[src/rtl/burst_pkg.sv]
package burst_pkg;

    localparam int CNT_W = 2;
    localparam int BEATS = 1 << CNT_W;

    typedef logic [CNT_W-1:0] offs_t;

    typedef enum logic {
        ORD_LINEAR = 1'b0,
        ORD_INTLV  = 1'b1
    } order_t;

    typedef enum logic {
        SRC_CTRL = 1'b0,
        SRC_PROC = 1'b1
    } src_t;

    typedef struct packed {
        offs_t  start;
        offs_t  beat;
        order_t order;
        src_t   src;
    } burst_state_t;

    localparam burst_state_t STATE_RST = '{start: '0, beat: '0, order: ORD_INTLV, src: SRC_CTRL};

    function automatic offs_t map_offset(input offs_t start, input offs_t beat, input order_t ord);
        offs_t res;
        if (ord == ORD_INTLV) res = start ^ beat;
        else                  res = start + beat;
        return res;
    endfunction

endpackage

[src/rtl/burst_load_arb.sv]
module burst_load_arb (
    input  logic ld_proc_n,
    input  logic ld_ctrl_n,
    input  logic ce1_n,
    output logic load,
    output burst_pkg::src_t src
);
    import burst_pkg::*;

    logic proc_hit;
    logic ctrl_hit;

    always_comb begin
        proc_hit = !ld_proc_n && !ce1_n;
        ctrl_hit = !ld_ctrl_n;
        load     = proc_hit || ctrl_hit;
        src      = proc_hit ? SRC_PROC : SRC_CTRL;
    end
endmodule

[src/rtl/burst_step_cnt.sv]
module burst_step_cnt (
    input  logic                    clk,
    input  logic                    rst,
    input  logic                    load,
    input  logic                    adv_n,
    input  burst_pkg::offs_t        start_in,
    input  burst_pkg::order_t       order_in,
    input  burst_pkg::src_t         src_in,
    output burst_pkg::burst_state_t state
);
    import burst_pkg::*;

    burst_state_t nxt;

    always_comb begin
        nxt = state;
        if (load) begin
            nxt.start = start_in;
            nxt.beat  = '0;
            nxt.order = order_in;
            nxt.src   = src_in;
        end else if (!adv_n) begin
            nxt.beat = state.beat + offs_t'(1);
        end
    end

    always_ff @(posedge clk) begin
        if (rst) state <= STATE_RST;
        else     state <= nxt;
    end
endmodule

[src/rtl/burst_order_map.sv]
module burst_order_map (
    input  burst_pkg::burst_state_t state,
    output burst_pkg::offs_t        off
);
    import burst_pkg::*;

    always_comb off = map_offset(state.start, state.beat, state.order);
endmodule

[src/rtl/burst_addr_gen.sv]
module burst_addr_gen
    import burst_pkg::*;
(
    input  logic             clk,
    input  logic             rst,
    input  logic [CNT_W-1:0] addr_lo,
    input  logic             ld_proc_n,
    input  logic             ld_ctrl_n,
    input  logic             ce1_n,
    input  logic             adv_n,
    input  logic             order_sel,
    output logic [CNT_W-1:0] burst_off,
    output logic [CNT_W-1:0] beat_idx,
    output logic             burst_src
);
    logic         load;
    src_t         src;
    burst_state_t state;
    offs_t        off;

    burst_load_arb u_arb (
        .ld_proc_n (ld_proc_n),
        .ld_ctrl_n (ld_ctrl_n),
        .ce1_n     (ce1_n),
        .load      (load),
        .src       (src)
    );

    burst_step_cnt u_cnt (
        .clk      (clk),
        .rst      (rst),
        .load     (load),
        .adv_n    (adv_n),
        .start_in (addr_lo),
        .order_in (order_sel ? ORD_INTLV : ORD_LINEAR),
        .src_in   (src),
        .state    (state)
    );

    burst_order_map u_map (
        .state (state),
        .off   (off)
    );

    assign burst_off = off;
    assign beat_idx  = state.beat;
    assign burst_src = (state.src == SRC_PROC);
endmodule

[config.mk]
export PLATFORM = sky130hd
export DESIGN_NAME = burst_addr_gen
export DESIGN_NICKNAME = d
export VERILOG_FILES = /design/src/rtl/burst_pkg.sv /design/src/rtl/burst_load_arb.sv /design/src/rtl/burst_step_cnt.sv /design/src/rtl/burst_order_map.sv /design/src/rtl/burst_addr_gen.sv
export SDC_FILE = /design/constraint.sdc
export NUM_CORES = 1
export LEC_CHECK = 0
export ABC_AREA = 0
export ABC_CLOCK_PERIOD_IN_PS = 2100
export CAP_MARGIN = 20
export CORE_AREA = 4 4 41 43
export CTS_BUF_LIST = sky130_fd_sc_hd__clkbuf_2 sky130_fd_sc_hd__clkbuf_4 sky130_fd_sc_hd__clkbuf_8
export DETAILED_ROUTE_END_ITERATION = 7
export DIE_AREA = 0 0 45 47
export DONT_BUFFER_PORTS = 1
export HOLD_SLACK_MARGIN = 0.1
export PLACE_DENSITY_LB_ADDON = 0.25
export SLEW_MARGIN = 30
export SYNTH_ARGS = -nofsm -noshare
export SYNTH_HDL_FRONTEND = slang
export SYNTH_SLANG_ARGS = --single-unit
[constraint.sdc]
create_clock -name clk -period 2.1 [get_ports clk]
set_input_delay 0.105 -clock clk [delete_from_list [all_inputs] [get_ports clk]]
set_output_delay 0.105 -clock clk [all_outputs]
set_load 0.02 [all_outputs]
# == Word-level counts from Yosys, hierarchy flattened ==
# Index checks and enable logic that the tools add are counted.
# totals
ff_bits,6
inputBits,9
out_inout_bits,5
elab_cells,16
# classes
addsub,2
n_mux,3
bitwise,1
n_reduce_logical,6
# op_table
operator,count
1-bit zero test,3
"2-bit by 1-bit adder with 2-bit output, second input constant",1
2-bit adder,1
1-bit two-way mux,2
2-bit two-way mux,1
2-bit OR reduction,1
2-bit XOR,1
1-bit logical AND,1
1-bit logical OR,1

# == Longest topological paths before layout ==
# depth
depth_word,4
depth_mapped,3
mapped_depth_nobuf,3

# == By module ==
# Synthesis repeated with hierarchy kept, for this count alone.
# unflattened
hier_cells,26
area_unflattened_um2,286.5
# by_module_without_submodules
module,instances,cells_each,area_per_inst_um2,seq_area_each_um2
burst_step_cnt,1,20,241.5,120.1
burst_order_map,1,4,36.3,0.0
burst_load_arb,1,2,8.8,0.0

# == Worst setup path before layout ==
# No wires, ideal clock.
# synth_timing
path_type,reg2out
start,"register, netlist name u_cnt.state[2]"
end,output burst_off[1]
arrival_ps,994
required_time_ps,1995
slack_ps,1001
stages_incl_launch_ff,4
n_path_buf,0
cell_sequence,dfxtp_1 -> ha_1 -> nor2b_1 -> xnor2_1
# synth_between
elab_chain_len,2
# synth_lines
item,line,rtl
2-bit adder,burst_pkg.sv:30,else res = start + beat;
2-bit two-way mux,burst_pkg.sv:29,if (ord == ORD_INTLV) res = start ^ beat;
to (decl),burst_addr_gen.sv:12,"output logic [CNT_W-1:0] burst_off,"
# No other way between the ends.

# == Worst setup path after layout ==
# layout_timing
start,input ld_proc_n
end,"register, netlist name u_cnt.state[4]"
# layout_between
elab_chain_len,3
# layout_lines
item,line,rtl
from (decl),burst_addr_gen.sv:7,"input logic ld_proc_n,"
1-bit zero test,burst_load_arb.sv:14,proc_hit = !ld_proc_n && !ce1_n;
1-bit logical AND,burst_load_arb.sv:14,
1-bit logical OR,burst_load_arb.sv:16,load = proc_hit || ctrl_hit;
# No other way between the ends.
# A chain may end at the register's enable or synchronous reset.

==> out/results.txt <==
Unrepaired setup endpoints after global routing = no
Most frequent standard cell in the layout excluding fill and tap cells = dlygate4sd3_1
Count of mapped cells out of synthesis = 28
Number of clock buffers inserted by TritonCTS = 3
Worst slew margin = 65.3%
Grt ovf = 0
DR pass1 iterations = 2
Setup CP Type = in -> reg
Largest registers = u_cnt.state (6)
Clock-pin slew on the worst setup and hold paths = 0.05 ns
Worst IR Drop VDD = 0.262 mV
Number of flip-flops in the largest register = 6
Via-per-instance ratio = 4.26
Port Buffer Count = 0
Final Hold Vio Count = 0
Synth cell types = 12
Placed Cells incl. Taps = 41
Starting utilization of the core area = 21.2%
Critical path's largest stage delay = 0.58 ns
Share of final-layout standard cells stronger than drive strength 1 = 10.5%
Required time of the critical path = 2.22 ns
Post-DP HPWL = 445 µm
Library cell appearing most often on the critical path = dlygate4sd3_1
Max-cap violations = 0
Arrival time of the worst setup path = 1.72 ns
Final weighted congestion in routability-driven placement = 0.616
Root buffer selected by CTS = clkbuf_4
TritonCTS clock tree = yes
Overall routed net length = 575 µm
Post-synthesis instance area = 275 µm²
Maximum clock frequency = 628 MHz
Leakage power total = 0.155 nW
Antenna Violating Nets Remaining = 0
Critical path peak fanout = 6
Slew Viols, Final = 0
Vias in the first global route = 234
Clock tree buffer depth = 2
Worst-path cell with the longest stage delay = dlygate4sd3_1
Share of synthesized area occupied by flip-flops and latches = 43.6%
Number of antenna violations at the first check in global routing = 0
Standard-cell rows = 13
Gr usage total = 6.57%
Final total negative setup slack = 0 ns
Run status = complete, no violations
Iteration-0 DRC count of the detailed router = 2
Layout area overhead = 42.3%
I/O pin count = 14
Number of synthesis warnings = 0
Wire length of the first global-routing pass = 938 µm
Worst Setup End Kind = flop
Post-Syn Nets = 38
Floorplan Core Area = 0.00130 mm²
Post-synthesis area per instance = 9.83 µm²
Sinks on Clock Net = 6
Ordered cell list for the critical path = dlygate4sd3_1 > o21ai_4 > mux2i_1 > nor2_1 > dlygate4sd3_1
PD cells = 694 mW/mm²
Latest clock arrival within the worst-skew pair = 0.24 ns
Largest net degree at the start of global routing = 8
Number of diodes = 0
Via total after detailed routing = 226
X dimension of the die = 45 µm
Overall die area = 0.00212 mm²
H-tree levels = 1
Cells resized by post-CTS repair = 0
Die extent in y = 47 µm
Number of remaining DRC errors = 0
Register with the most flip-flops = u_cnt.state
Top library cells by usage in the layout, fill and taps aside = 9 x dlygate4sd3_1, 6 x dfxtp_1, 5 x nor2_1, 3 x xnor2_1, 3 x clkbuf_4
Final net count = 50
Transition time of the tightest slew-check pin = 0.517 ns
Final std cells w/o fill = 53
Final setup violating endpoints = 0
Average wire per standard cell = 10.8 µm
Launching element type of the critical path = input pin
#FFs+latches synth = 6
Worst Hold Class = in -> reg
Min Clock Period, post-route = 1.59 ns
Worst-case clock skew = 0.0000235 ns
Final worst path period share = 75.9%
## repair_timing
action / CTS / global route
buffers inserted: 0 / 0
hold endpoints to repair: 6 / 0
hold buffers: 9 / 0
## synth_stat cells
library cell | instances | area (µm²)
a21oi_1 | 2 | 10.0
and2b_1 | 1 | 7.51
buf_4 | 2 | 15.0
dfxtp_1 | 6 | 120
ha_1 | 1 | 12.5
mux2i_1 | 2 | 20.0
nor2_1 | 5 | 18.8
nor2b_1 | 2 | 12.5
nor3_1 | 2 | 10.0
nor4_1 | 1 | 6.26
o21ai_4 | 1 | 16.3
xnor2_1 | 3 | 26.3
## routing by layer
metal	GRT usage, %	wire length, µm	share of wire [%]
met1	6.39	243	42
met2	9.89	291	51
met3	3.07	40	7.0
met4	7.02	0	0
met5	0	0	0
## area by class of cell
type                       count  area, µm²
multi-input combinational     20        140
timing repair buffer           9       90.1
clock buffer                   3       22.5
tap                           15       18.8
sequential                     6        120
fill                         144        910
## path summary, 6_finish.rpt
kind / cells after the start / from / to / slack (ns)
setup / recovery: 5 / ld_proc_n / u_cnt.state[4] / 0.51
hold / removal: 2 / ce1_n / u_cnt.state[3] / 0.14
setup reg to reg: 3 / u_cnt.state[0] / u_cnt.state[0] / 0.85
hold reg to reg: 2 / u_cnt.state[5] / u_cnt.state[5] / 0.51
## power breakdown
group / internal (W) / switching [W] / leakage [nW] / total, W
combinational: 0.0000229 / 0.0000183 / 0.0922 / 0.0000413
sequential: 0.000120 / 0.00000634 / 0.0494 / 0.000127
clock: 0.0000645 / 0.0000394 / 0.0138 / 0.000104
total: 0.000208 / 0.0000641 / 0.155 / 0.000272
## critical path, delay by kind of cell
kind            cells  cell delay, ns
simple gates        1            0.05
compound gates      1            0.23
mux                 1            0.21
buf+inv             2            1.13
## through the flow
| step | power, W | area [µm²] | hold WS [ns] | utilization, % | worst slack, ns |
|---|---|---|---|---|---|
| 5_1_grt | 0.000288 | 392 | 0.173 | 30.1 | 0.469 |
| 4_1_cts | 0.000278 | 392 | 0.143 | 30.1 | 0.529 |
| 2_1_floorplan | 0.000151 | 275 | 0.177 | - | 1.00 |
| 6_report | 0.000272 | 392 | 0.142 | 30.1 | 0.507 |
| 3_3_place_gp | 0.000153 | 279 | 0.180 | 21.4 | 0.823 |
| 3_5_place_dp | 0.000153 | 279 | 0.181 | 21.4 | 0.812 |
## cells by family after synthesis
logic type | share of synthesized area, %
xor+xnor | 9.55
simple gates | 20.0
buf+inv | 5.45
mux | 7.27
flops | 43.6
fa+ha+maj | 4.54
compound gates | 9.55
Note: power is estimated with default switching activity, not from simulation.
